## config.mk

```make
export PLATFORM = sky130hd
export DESIGN_NAME = uart9_addr_rx
export DESIGN_NICKNAME = d
export VERILOG_FILES = /design/src/rtl/uart9_pkg.sv /design/src/rtl/uart9_sync.sv /design/src/rtl/uart9_framer.sv /design/src/rtl/uart9_accept.sv /design/src/rtl/uart9_addr_rx.sv
export SDC_FILE = /design/constraint.sdc
export NUM_CORES = 1
export LEC_CHECK = 0
export BUFFER_PORTS_ARGS = -buffer_cell sky130_fd_sc_hd__buf_2
export CORE_MARGIN = 4
export CORE_UTILIZATION = 40
export CTS_CLUSTER_SIZE = 14
export DETAILED_ROUTE_END_ITERATION = 12
export SLEW_MARGIN = 20
export SYNTH_ARGS = -nofsm -noshare
export SYNTH_HDL_FRONTEND = slang
export SYNTH_HIERARCHICAL = 1
export SYNTH_SLANG_ARGS = --single-unit
```

## constraint.sdc

```tcl
create_clock -name clk -period 1.4 [get_ports clk]
set_input_delay 0.14 -clock clk [delete_from_list [all_inputs] [get_ports clk]]
set_output_delay 0.14 -clock clk [all_outputs]
set_load 0.03 [all_outputs]
```

## src/rtl/uart9_pkg.sv

```systemverilog
package uart9_pkg;

  typedef enum logic [1:0] {
    ST_IDLE  = 2'd0,
    ST_START = 2'd1,
    ST_SHIFT = 2'd2,
    ST_STOP  = 2'd3
  } rx_state_t;

endpackage

```

## src/rtl/uart9_sync.sv

```systemverilog
module uart9_sync #(
  parameter int   STAGES  = 2,
  parameter logic RST_VAL = 1'b1
) (
  input  logic clk,
  input  logic rst_n,
  input  logic d,
  output logic q
);

  logic [STAGES-1:0] chain_q;

  genvar g;
  generate
    for (g = 0; g < STAGES; g++) begin : g_stage
      if (g == 0) begin : g_first
        always_ff @(posedge clk or negedge rst_n) begin
          if (!rst_n) chain_q[0] <= RST_VAL;
          else        chain_q[0] <= d;
        end
      end else begin : g_next
        always_ff @(posedge clk or negedge rst_n) begin
          if (!rst_n) chain_q[g] <= RST_VAL;
          else        chain_q[g] <= chain_q[g-1];
        end
      end
    end
  endgenerate

  assign q = chain_q[STAGES-1];

endmodule

```

## src/rtl/uart9_framer.sv

```systemverilog
module uart9_framer
  import uart9_pkg::*;
#(
  parameter int OSR     = 16,
  parameter int FRAME_W = 9
) (
  input  logic               clk,
  input  logic               rst_n,
  input  logic               tick,
  input  logic               rx_s,
  input  logic               rx_en,
  output logic               done,
  output logic [FRAME_W-1:0] frame
);

  localparam int CW = $clog2(OSR);
  localparam int IW = $clog2(FRAME_W);
  localparam logic [CW-1:0] CNT_HALF = CW'(OSR / 2 - 1);
  localparam logic [CW-1:0] CNT_LAST = CW'(OSR - 1);
  localparam logic [IW-1:0] IDX_LAST = IW'(FRAME_W - 1);

  rx_state_t          st_q,   st_d;
  logic [CW-1:0]      cnt_q,  cnt_d;
  logic [IW-1:0]      idx_q,  idx_d;
  logic [FRAME_W-1:0] sh_q,   sh_d;
  logic               prev_q, prev_d;
  logic               upd_en;

  assign upd_en = tick | ~rx_en;

  always_comb begin
    st_d   = st_q;
    cnt_d  = cnt_q;
    idx_d  = idx_q;
    sh_d   = sh_q;
    prev_d = prev_q;
    done   = 1'b0;
    if (tick) prev_d = rx_s;
    if (!rx_en) begin
      st_d = ST_IDLE;
    end else if (tick) begin
      case (st_q)
        ST_IDLE: begin
          if (prev_q && !rx_s) begin
            st_d  = ST_START;
            cnt_d = '0;
          end
        end
        ST_START: begin
          if (cnt_q == CNT_HALF) begin
            if (!rx_s) begin
              st_d  = ST_SHIFT;
              cnt_d = '0;
              idx_d = '0;
            end else begin
              st_d = ST_IDLE;
            end
          end else begin
            cnt_d = cnt_q + 1'b1;
          end
        end
        ST_SHIFT: begin
          if (cnt_q == CNT_LAST) begin
            sh_d  = {rx_s, sh_q[FRAME_W-1:1]};
            cnt_d = '0;
            if (idx_q == IDX_LAST) st_d = ST_STOP;
            else                   idx_d = idx_q + 1'b1;
          end else begin
            cnt_d = cnt_q + 1'b1;
          end
        end
        ST_STOP: begin
          if (cnt_q == CNT_LAST) begin
            done = 1'b1;
            st_d = ST_IDLE;
          end else begin
            cnt_d = cnt_q + 1'b1;
          end
        end
        default: st_d = ST_IDLE;
      endcase
    end
  end

  always_ff @(posedge clk or negedge rst_n) begin
    if (!rst_n) begin
      st_q   <= ST_IDLE;
      cnt_q  <= '0;
      idx_q  <= '0;
      sh_q   <= '0;
      prev_q <= 1'b1;
    end else if (upd_en) begin
      st_q   <= st_d;
      cnt_q  <= cnt_d;
      idx_q  <= idx_d;
      sh_q   <= sh_d;
      prev_q <= prev_d;
    end
  end

  assign frame = sh_q;

endmodule

```

## src/rtl/uart9_accept.sv

```systemverilog
module uart9_accept #(
  parameter int DATA_W = 8
) (
  input  logic              clk,
  input  logic              rst_n,
  input  logic              done,
  input  logic [DATA_W:0]   frame,
  input  logic              mp_en,
  input  logic              flag_clr,
  output logic [DATA_W-1:0] data,
  output logic              bit9,
  output logic              full
);

  logic              full_q, full_d;
  logic [DATA_W-1:0] data_q;
  logic              bit9_q;
  logic              take;

  always_comb begin
    take   = done & ~full_q & (~mp_en | frame[DATA_W]);
    full_d = take | (full_q & ~flag_clr);
  end

  always_ff @(posedge clk or negedge rst_n) begin
    if (!rst_n) full_q <= 1'b0;
    else        full_q <= full_d;
  end

  always_ff @(posedge clk or negedge rst_n) begin
    if (!rst_n) begin
      data_q <= '0;
      bit9_q <= 1'b0;
    end else if (take) begin
      data_q <= frame[DATA_W-1:0];
      bit9_q <= frame[DATA_W];
    end
  end

  assign data = data_q;
  assign bit9 = bit9_q;
  assign full = full_q;

endmodule

```

## src/rtl/uart9_addr_rx.sv

```systemverilog
module uart9_addr_rx #(
  parameter int DATA_W      = 8,
  parameter int OSR         = 16,
  parameter int SYNC_STAGES = 2
) (
  input  logic              clk,
  input  logic              rst_n,
  input  logic              rx_in,
  input  logic              tick16,
  input  logic              rx_en,
  input  logic              mp_en,
  input  logic              flag_clr,
  output logic [DATA_W-1:0] rx_data,
  output logic              rx_bit9,
  output logic              rx_full
);

  localparam int FRAME_W = DATA_W + 1;

  logic               rst_int_n;
  logic               rx_s;
  logic               done;
  logic [FRAME_W-1:0] frame;

  uart9_sync #(.STAGES(SYNC_STAGES), .RST_VAL(1'b0)) u_rst_sync (
    .clk   (clk),
    .rst_n (rst_n),
    .d     (1'b1),
    .q     (rst_int_n)
  );

  uart9_sync #(.STAGES(SYNC_STAGES), .RST_VAL(1'b1)) u_rx_sync (
    .clk   (clk),
    .rst_n (rst_int_n),
    .d     (rx_in),
    .q     (rx_s)
  );

  uart9_framer #(.OSR(OSR), .FRAME_W(FRAME_W)) u_framer (
    .clk   (clk),
    .rst_n (rst_int_n),
    .tick  (tick16),
    .rx_s  (rx_s),
    .rx_en (rx_en),
    .done  (done),
    .frame (frame)
  );

  uart9_accept #(.DATA_W(DATA_W)) u_accept (
    .clk      (clk),
    .rst_n    (rst_int_n),
    .done     (done),
    .frame    (frame),
    .mp_en    (mp_en),
    .flag_clr (flag_clr),
    .data     (rx_data),
    .bit9     (rx_bit9),
    .full     (rx_full)
  );

endmodule

```

==> impl_metrics.yaml, run 1 <==
setup_path:
  reg2reg_setup_slack_ns: -0.30
  worst_ep_required_time_ns: 1.57
  worstPathMaxFanout: 9
  crit_type: "flip-flop to flip-flop"
  start_kind: "flip-flop"
  arrival_ns: 1.87
  setup.worst_path.end_class: "flip-flop"
sta:
  fin_crit_ns: 1.70
  setup_slack_ns: -0.297
  hold_viol_final: 0
  skew_ns: 0.00727
  finalCritPeriodShare_pct: 121
  setup_viol: 23
  timing.fmax_mhz: 589
  drv_slew: 0
  grt_setup_unrepaired: "yes"
clock_network:
  ctsHtreeMaxLevel: 2
  clk-insertion-delay-late_ns: 0.29
  cts_buffers: 5
  cts-root-buf: "clkbuf_8"
  cts_tree: "done"
  clk_path_buf_depth: 2
  cts_sinks: 34
  clk_pin_slew_ns: 0.07
finish:
  diodes: 0
  syn_to_final_growth_pct: 39.2
  fill_cells: 305
  num-nets-final: 190
  final_cell_area_um2: 2240
  final_core_util_pct: 59.4
  drive_above_1_share_pct: 55.2
  seq_area_um2: 857
  multiInputGateArea_um2: 840
global_routing:
  overflow: 0
  antenna_found_initial: 0
  grtUsageTotal_pct: 14.7
  first_global_vias: 1316
  grt_max_degree: 33
  grt_pass1_wl_um: 5930
die:
  die_area_um2: 5100
  start_util_pct: 42.7
  ios: 17
  placementRows: 22
  core_area_um2: 3770
  fp.dieW_um: 71.4
  die_y_um: 71.4
min_path:
  min_path_type: "input pin to flip-flop"
yosys:
  yosys_register_bits: 34
  ys_types: 45
  syn_avg_cell_area_um2: 12.2
  synth_top_area_cell: "dfrtp_1"
  netlist_instances: 132
  synthTopCellsByArea: "dfrtp_1 48%, mux2_2 13%, dfstp_2 4.9%"
  syn_area_um2: 1610
  async_flop_share_pct: 100
  synthesis.nets: 142
  synth-main-ff-cell: "dfrtp_1"
  synth_warnings: 6
  yosysSeqAreaShare_pct: 53.1
  synth_edf_count: 0
  synth_top_area_share_pct: 48.2
place:
  hpwl_um: 2410
  numPortBuffers: 16
  place_area_um2: 1980
  globalplace.congestion: 0.797
routing:
  vias_per_cell: 5.17
  drt_wl_total_um: 3380
  num_vias: 1183
  routedWlPerCell_um: 14.7
  ant_nets: 0
  first_pass_iters: 4
  drc_errors: 0
  drtIter0Drc: 21
power_and_ir_drop:
  p_leak_uw: 0.00112
  ir_drop_v: 0.00139
  power-per-cell-area_nw_per_um2: 1050
status:
  violations: "negative setup slack"
  status: "complete, but fails checks"
flow_run:
  drv_cap: 0
stage by stage:
step | TNS, ns | std cells | hold WS (ns) | setup slack, ns | total power (uW)
finish | -5.04 | 229 | 0.123 | -0.297 | 2360
global route | -6.87 | 229 | 0.125 | -0.352 | 2460
CTS | -4.97 | 228 | 0.121 | -0.309 | 2380
detailed placement | -5.08 | 216 | -0.0674 | -0.302 | 1280
global placement | -4.19 | 216 | -0.0755 | -0.274 | 1270
floorplan | -3.61 | 132 | -0.156 | -0.369 | 1180
path summary, 6_finish.rpt:
| check | depth (start not counted) | startpoint | end |
|---|---|---|---|
| max in group asynchronous | 1 | u_rst_sync/q$_DFF_PN0_ | u_rx_sync/chain_q[0]$_DFF_PN1_ |
| max | 8 | u_framer/cnt_q[1]$_DFFE_PN0P_ | u_accept/data[7]$_DFFE_PN0P_ |
| max reg2reg | 8 | u_framer/cnt_q[1]$_DFFE_PN0P_ | u_accept/data[7]$_DFFE_PN0P_ |
| min in group asynchronous | 2 | rst_n | u_rst_sync/chain_q[0]$_DFF_PN0_ |
| min | 2 | rx_en | u_framer/st_q[1]$_DFFE_PN0P_ |
| min reg2reg | 1 | u_rst_sync/q$_DFF_PN0_ | u_framer/frame[1]$_DFFE_PN0P_ |
state kept, by name, summed over array words and instances (netlist names), 2 cells and up:
signal	flops
u_framer/frame	9
u_accept/data	8
u_framer/cnt_q	4
u_framer/idx_q	4
u_framer/st_q	2
report_power, final:
group	internal, uW	total [uW]	leakage, uW	switching [uW]
registers	1030	1050	0.000444	28.0
logic	117	232	0.000606	115
clock network	713	1070	0.0000683	359
layout by cell type (no fill, tap or decap), drive strengths merged, types with 2 or more instances in the layout:
master	count
nand2	7
clkbuf	5
and3	3
nor2	6
dfrtp	31
mux2	19
ha	3
nand3b	2
dlygate4sd3	2
inv	5
nand2b	3
o21ai	7
nand3	5
a21oi	6
buf	43
nor3b	2
bufinv	2
o211a	2
dfstp	3
mux2i	2
a21o	3
nor3	2
and2	2
worst max-delay path, stage by stage (launching register included):
cell	delay (ns)
dfrtp_1	0.39
ha_4	0.15
and2_4	0.14
nand2_4	0.05
nor3_4	0.19
nand2b_4	0.08
a21oi_4	0.13
buf_12	0.15
mux2_4	0.30
layout make-up:
cell class	count	share of cell area [%]
Sequential cell	34	38.3
Multi-Input combinational cell	89	37.5
Timing Repair Buffer	45	14.6
Clock buffer	5	3.07
Clock inverter	3	3.07
Tap cell	48	2.68
Inverter	5	0.838
logic make-up after synthesis:
logic type	after synthesis	synth area share, %
adders and majority gates	3	2.33
muxes	21	14.5
AOI/OAI and AO/OA	25	10.8
other	1	0.233
buffers and inverters	9	2.72
DFF	34	53.1
and+or+nand+nor	39	16.3
synth_stat cells, types with 2 or more instances:
| library cell | number |
|---|---|
| and3_2 | 2 |
| ha_1 | 3 |
| nand3_1 | 4 |
| buf_4 | 2 |
| dfstp_2 | 3 |
| nand2_1 | 6 |
| nand2b_1 | 2 |
| nand3b_1 | 2 |
| nor2_1 | 6 |
| mux2i_1 | 2 |
| nor3_1 | 2 |
| a21o_2 | 2 |
| dfrtp_1 | 31 |
| mux2_2 | 19 |
| buf_2 | 2 |
| inv_1 | 5 |
| o211a_1 | 2 |
| o21ai_0 | 6 |
| a21oi_1 | 5 |
what timing repair did:
item | in CTS | in global routing
gates resized for setup | 11 | 14
hold buffers | 2 | 0
endpoints found under the hold margin | 3 | 0
gates cloned | 1 | 0
setup buffers | 1 | 1
endpoints found under the setup margin | 26 | 29
pin swaps | 2 | 3
per-layer routing:
layer	wire length (um)	GRT usage [%]	share of wire (%)
met1	1460	17.1	43
met2	1720	25.0	51
met3	157	5.19	4.7
met4	31	5.01	0.92
met5	0	0	0
Note: power is estimated with default switching activity, not from simulation.
==> inputs of run 2 (changes only) <==
- BUFFER_PORTS_ARGS: -buffer_cell sky130_fd_sc_hd__buf_2 -> -buffer_cell sky130_fd_sc_hd__buf_4
- CORE_UTILIZATION: 40 -> 30
- TNS_END_PERCENT: not set -> 50
==> run 2 against run 1 <==
The flow still finishes with violations (negative setup slack). Flip-flop and latch count is the same. Die area up 29%. Clock power is essentially flat. Via count grew 0.17%. Critical path type unchanged. Largest power group unchanged.
==> impl_metrics.yaml, run 2 (synthesized netlist as in run 1, its figures left out) <==
clock_network:
  clk-insertion-delay-late_ns: 0.29
  cts_buffers: 5
  clk_pin_slew_ns: 0.07
  cts-root-buf: "clkbuf_8"
  clk_path_buf_depth: 2
  cts_tree: "done"
  ctsHtreeMaxLevel: 2
  cts_sinks: 34
status:
  status: "complete, but fails checks"
  violations: "negative setup slack"
power_and_ir_drop:
  sw_frac_of_total_pct: 21.6
  power_frac_comb_pct: 9.6
  power-per-cell-area_nw_per_um2: 1040
  ir_drop_v: 0.000739
  p_int_uw: 1860
  power_switching_uw: 513
  clock_power_share_pct: 45.8
  p_leak_uw: 0.00115
  pwr-share-seq_pct: 44.6
routing:
  first_pass_iters: 4
  routedWlPerCell_um: 13.6
  ant_nets: 0
  vias_per_cell: 4.70
  drt_wl_total_um: 3440
  drtIter0Drc: 45
  num_vias: 1185
  drc_errors: 0
sta:
  timing.fmax_mhz: 596
  hold_ws_ns: 0.119
  skew_ns: 0.00888
  grt_setup_unrepaired: "yes"
  hold_viol_final: 0
  fin_crit_ns: 1.68
  setup_slack_ns: -0.277
  drv_slew: 0
  finalCritPeriodShare_pct: 120
  setup_viol: 24
finish:
  largest_reg_flops: 9
  syn_to_final_growth_pct: 42.5
  layout_commonest_cell: "buf_4"
  final_cell_area_um2: 2290
  final_cell_mix: "40 x buf_4, 28 x dfrtp_1, 11 x mux2_2"
  num-nets-final: 191
  drive_above_1_share_pct: 53.3
  diodes: 0
  final_core_util_pct: 44.6
global_routing:
  overflow: 0
  grt_max_degree: 25
  antenna_found_initial: 0
  first_global_vias: 1295
  grtUsageTotal_pct: 12.2
  grt_pass1_wl_um: 6110
die:
  placementRows: 26
  die_y_um: 81.2
  ios: 17
  die_area_um2: 6600
  start_util_pct: 31.3
  core_area_um2: 5140
  fp.dieW_um: 81.2
place:
  place_area_um2: 2050
  globalplace.congestion: 0.870
  numPortBuffers: 16
  hpwl_um: 2540
  post-place-ws_ns: -0.328
setup_path:
  setup.worst_path.end_class: "flip-flop"
  worstPathMaxFanout: 8
  reg2reg_setup_slack_ns: -0.28
  crit_type: "flip-flop to flip-flop"
  crit_path_top_delay_cell: "dfrtp_1"
  path_cells: "ha_4 -> and2_4 -> nand2_4 -> nor3_4 -> nand2b_4 -> a21oi_4 -> buf_12 -> mux2_4"
  start_kind: "flip-flop"
  worst_ep_required_time_ns: 1.58
  max_stage_delay_ns: 0.39
  arrival_ns: 1.85
min_path:
  min_path_type: "input pin to flip-flop"
flow_run:
  drv_cap: 0
## run 2: cell types whose count changed in the layout (fill, tap and decap cells not counted), sizes merged
cell  previous run  this run
buf             43        44
## run 2: final cells by class
cell class | count | area [um^2]
clock buffers | 5 | 68.8
clock inverters | 3 | 68.8
fillers | 488 | 2850
inverters | 5 | 18.8
multi-input cells | 89 | 807
flip-flops and latches | 34 | 858
well taps | 70 | 87.6
repair buffers | 46 | 383
## run 2: final timing paths
| kind | to | from | cells past startpoint |
|---|---|---|---|
| max | u_accept/data[6]$_DFFE_PN0P_ | u_framer/cnt_q[0]$_DFFE_PN0P_ | 8 |
| min reg2reg | u_framer/cnt_q[2]$_DFFE_PN0P_ | u_rst_sync/q$_DFF_PN0_ | 0 |
| max in group asynchronous | u_rx_sync/chain_q[0]$_DFF_PN1_ | u_rst_sync/q$_DFF_PN0_ | 1 |
| max reg2reg | u_accept/data[6]$_DFFE_PN0P_ | u_framer/cnt_q[0]$_DFFE_PN0P_ | 8 |
| min | u_framer/st_q[1]$_DFFE_PN0P_ | rx_en | 2 |
| min in group asynchronous | u_rst_sync/chain_q[0]$_DFF_PN0_ | rst_n | 2 |
## run 2: power groups by stage
stage | sequential, uW | combinational [uW] | clock [uW]
floorplan | 1090 | 87.8 | 0
global placement | 1080 | 204 | 0
detailed placement | 1080 | 217 | 0
CTS | 1060 | 229 | 1110
global route | 1070 | 252 | 1170
finish | 1060 | 227 | 1090
## run 2: what timing repair did
item | CTS | global route
resized for setup | 11 | 7
endpoints found under the hold margin | 3 | 0
hold buffers | 2 | 0
setup buffers | 3 | 1
cloned | 1 | 0
endpoints found under the setup margin | 26 | 29
pin swaps | 1 | 4
## run 2: worst max-delay path: cells and delay by family (launching register included)
family | cells | cell delay [ns]
compound gates | 1 | 0.15
fa+ha+maj | 1 | 0.14
buf+inv | 1 | 0.16
flops | 1 | 0.39
mux | 1 | 0.30
simple gates | 4 | 0.41
## run 2: per-layer routing
layer	up-vias	track usage (%)	share of wire [%]
li1	568	-	-
met1	586	14.8	43
met2	26	20.3	51
met3	5	4.32	4.3
met4	0	3.89	1.3
met5	-	0	0
## run 2: stage by stage
step	power (uW)	setup TNS, ns	instances
after floorplan	1180	-3.61	132
after global placement	1280	-4.35	237
after detailed placement	1290	-4.93	237
after CTS	2400	-5.30	251
after global routing	2490	-6.31	252
final	2370	-4.58	252
==> inputs of run 3 (changes only) <==
- SYNTH_HIERARCHICAL: 1 -> not set
==> run 3 against run 2 <==
The flow still finishes with violations (negative setup slack). Clock-buffer cell count stayed put. Cell count is 0.40% higher. First-iteration DRC count is 8.9% higher. Routed wire length is 0.67% lower. Area after synthesis is 0.47% higher. Die area is 0.42% higher. Via count is 1.9% higher. Synthesized cell count is 2.3% lower. Largest power group is now registers. Highest routed layer unchanged.
==> impl_metrics.yaml, run 3 <==
global_routing:
  grtUsageTotal_pct: 11.7
  grtUsageMet3_pct: 3.66
  first_global_vias: 1269
  grt_max_degree: 32
  grt_use_met1_pct: 13.3
  grt_use_met2_pct: 19.7
  overflow: 0
  grt_pass1_wl_um: 5820
  grt_busiest_layer: "met2"
  antenna_found_initial: 0
power_and_ir_drop:
  fin_total_pwr_uw: 2140
  p_leak_uw: 0.00111
  power_switching_uw: 490
  sw_frac_of_total_pct: 22.8
  power-per-cell-area_nw_per_um2: 946
  ir_drop_v: 0.000812
  power_frac_comb_pct: 9.4
  p_int_uw: 1650
  clock_power_share_pct: 42.3
  pwr-share-seq_pct: 48.3
clock_network:
  clk_path_buf_depth: 2
  cts_tree: "done"
  clk-insertion-delay-late_ns: 0.29
  cts-root-buf: "clkbuf_8"
  cts_buffers: 5
  ctsHtreeMaxLevel: 2
  clk_pin_slew_ns: 0.08
  cts_sinks: 34
yosys:
  syn_area_um2: 1620
  netlist_instances: 129
  synthTopCellsByArea: "dfrtp_1 48%, mux2_4 8.4%, mux2_2 7.7%"
  syn_avg_cell_area_um2: 12.5
  synthesis.nets: 139
  ys_types: 44
  synth_top_area_cell: "dfrtp_1"
  async_flop_share_pct: 100
  synth-main-ff-cell: "dfrtp_1"
  synth_top_area_share_pct: 48.0
  synth_warnings: 0
  yosysSeqAreaShare_pct: 52.9
  synth_common_cells: "31 x dfrtp_1, 11 x mux2_2, 9 x mux2_4, 6 x inv_1, 6 x nor2_1"
  yosys_register_bits: 34
  synth_edf_count: 0
  synth.most_common_cell: "dfrtp_1"
routing:
  drc_errors: 0
  first_pass_iters: 4
  routedWlPerCell_um: 13.5
  ant_nets: 0
  num_vias: 1207
  drt_wl_total_um: 3410
  vias_per_cell: 4.77
  drtIter0Drc: 49
setup_path:
  path_cells: "ha_4 -> a31o_4 -> a221o_1 -> a31oi_1 -> a21bo_2"
  r2r_start: "u_framer.cnt_q[0]$_DFFE_PN0P_"
  worst_ep_required_time_ns: 1.59
  arrival_ns: 1.87
  worstReg2RegEnd: "u_framer.idx_q[3]$_DFFE_PN0P_"
  crit_path_top_delay_cell: "dfrtp_1"
  crit_type: "flip-flop to flip-flop"
  setup.worst_path.end_class: "flip-flop"
  start_kind: "flip-flop"
  worstRegToRegCells: 5
  max_stage_delay_ns: 0.42
  worstPathMaxFanout: 6
  reg2reg_setup_slack_ns: -0.28
finish:
  multiInputGateArea_um2: 783
  drive_above_1_share_pct: 53.0
  num-nets-final: 192
  layout_commonest_cell: "buf_4"
  fill_cells: 475
  seq_area_um2: 855
  final_cell_mix: "44 x buf_4, 31 x dfrtp_1, 11 x mux2_4"
  syn_to_final_growth_pct: 40.2
  final_cell_area_um2: 2270
  largest_reg_flops: 9
  diodes: 0
sta:
  setup_tns_ns: -4.52
  hold_viol_final: 0
  setup_slack_ns: -0.278
  grt_setup_unrepaired: "yes"
  timing.fmax_mhz: 596
  drv_slew: 0
  fin_crit_ns: 1.68
  finalCritPeriodShare_pct: 120
  setup_viol: 28
  skew_ns: 0.0125
die:
  start_util_pct: 31.3
  placementRows: 26
  die_area_um2: 6630
  die_y_um: 81.4
  fp.dieW_um: 81.4
  ios: 17
  core_area_um2: 5170
flow_run:
  drv_cap: 0
place:
  globalplace.congestion: 0.849
  post-place-ws_ns: -0.299
  place_area_um2: 2020
  numPortBuffers: 16
  hpwl_um: 2430
status:
  status: "complete, but fails checks"
  violations: "negative setup slack"
min_path:
  min_path_type: "input pin to async pin"
==> run 3: critical path: cells and delay by family (launching register included) <==
kind / cells / cell delay, ns
DFF: 1 / 0.42
AOI/OAI and AO/OA: 4 / 0.96
adders and majority gates: 1 / 0.20
==> run 3: worst max-delay path by stage <==
stage,startpoint,cells after the start,slack [ns],endpoint
final,u_framer.cnt_q[0]$_DFFE_PN0P_,5,-0.28,u_framer.idx_q[3]$_DFFE_PN0P_
after global routing,u_framer.cnt_q[1]$_DFFE_PN0P_,5,-0.32,u_framer.idx_q[3]$_DFFE_PN0P_
after CTS,u_framer.cnt_q[1]$_DFFE_PN0P_,5,-0.27,u_framer.idx_q[3]$_DFFE_PN0P_
after detailed placement,u_framer.cnt_q[1]$_DFFE_PN0P_,4,-0.30,u_accept.data[6]$_DFFE_PN0P_
after global placement,u_framer.cnt_q[1]$_DFFE_PN0P_,4,-0.25,u_accept.data[6]$_DFFE_PN0P_
after floorplan,u_framer.cnt_q[1]$_DFFE_PN0P_,6,-0.28,u_framer.idx_q[3]$_DFFE_PN0P_
==> run 3: metrics by stage <==
step                      utilization (%)  instances  hold WS [ns]
after floorplan                         -        129        -0.156
after detailed placement             39.1        238       -0.0748
after global routing                 43.8        253         0.146
final                                43.8        253         0.149
after global placement               39.1        238       -0.0777
after CTS                            43.1        251        0.0404
==> run 3: what timing repair did <==
action,CTS,global route
pin swaps,6,2
setup buffers,2,1
gates resized for setup,11,5
cloned,1,0
hold buffers,2,1
hold endpoints to repair,3,1
endpoints found under the setup margin,29,29
==> run 3: final cells by class <==
type / instances / share of cell area (%)
clock buffer: 5 / 3.04
clock inverter: 3 / 1.99
inverter: 6 / 0.993
multi-input combinational: 84 / 34.5
sequential: 34 / 37.7
tap: 70 / 3.86
timing repair buffer: 51 / 17.9
==> run 3: logic make-up (layout without fill, tap and decap cells) <==
group / count (synthesis) / after routing / synth area share, %
other cells: 1 / 1 / 0.232
simple gates: 33 / 34 / 12.4
fa+ha+maj: 3 / 3 / 2.32
compound gates: 25 / 25 / 11.8
flops: 34 / 34 / 52.9
buf+inv: 12 / 65 / 3.71
mux: 21 / 21 / 16.6
==> run 3: power groups by stage <==
stage	sequential [uW]	combinational (uW)	clock (uW)
finish	1040	201	908
floorplan	1060	76.7	0
detailed placement	1050	188	0
CTS	1030	199	936
global placement	1050	181	0
global route	1040	222	989
==> run 3: routing by layer <==
layer	routed length (um)	share of wire (%)
met3	136	4.0
met1	1490	44
met5	0	0
met4	68	2.0
met2	1710	50
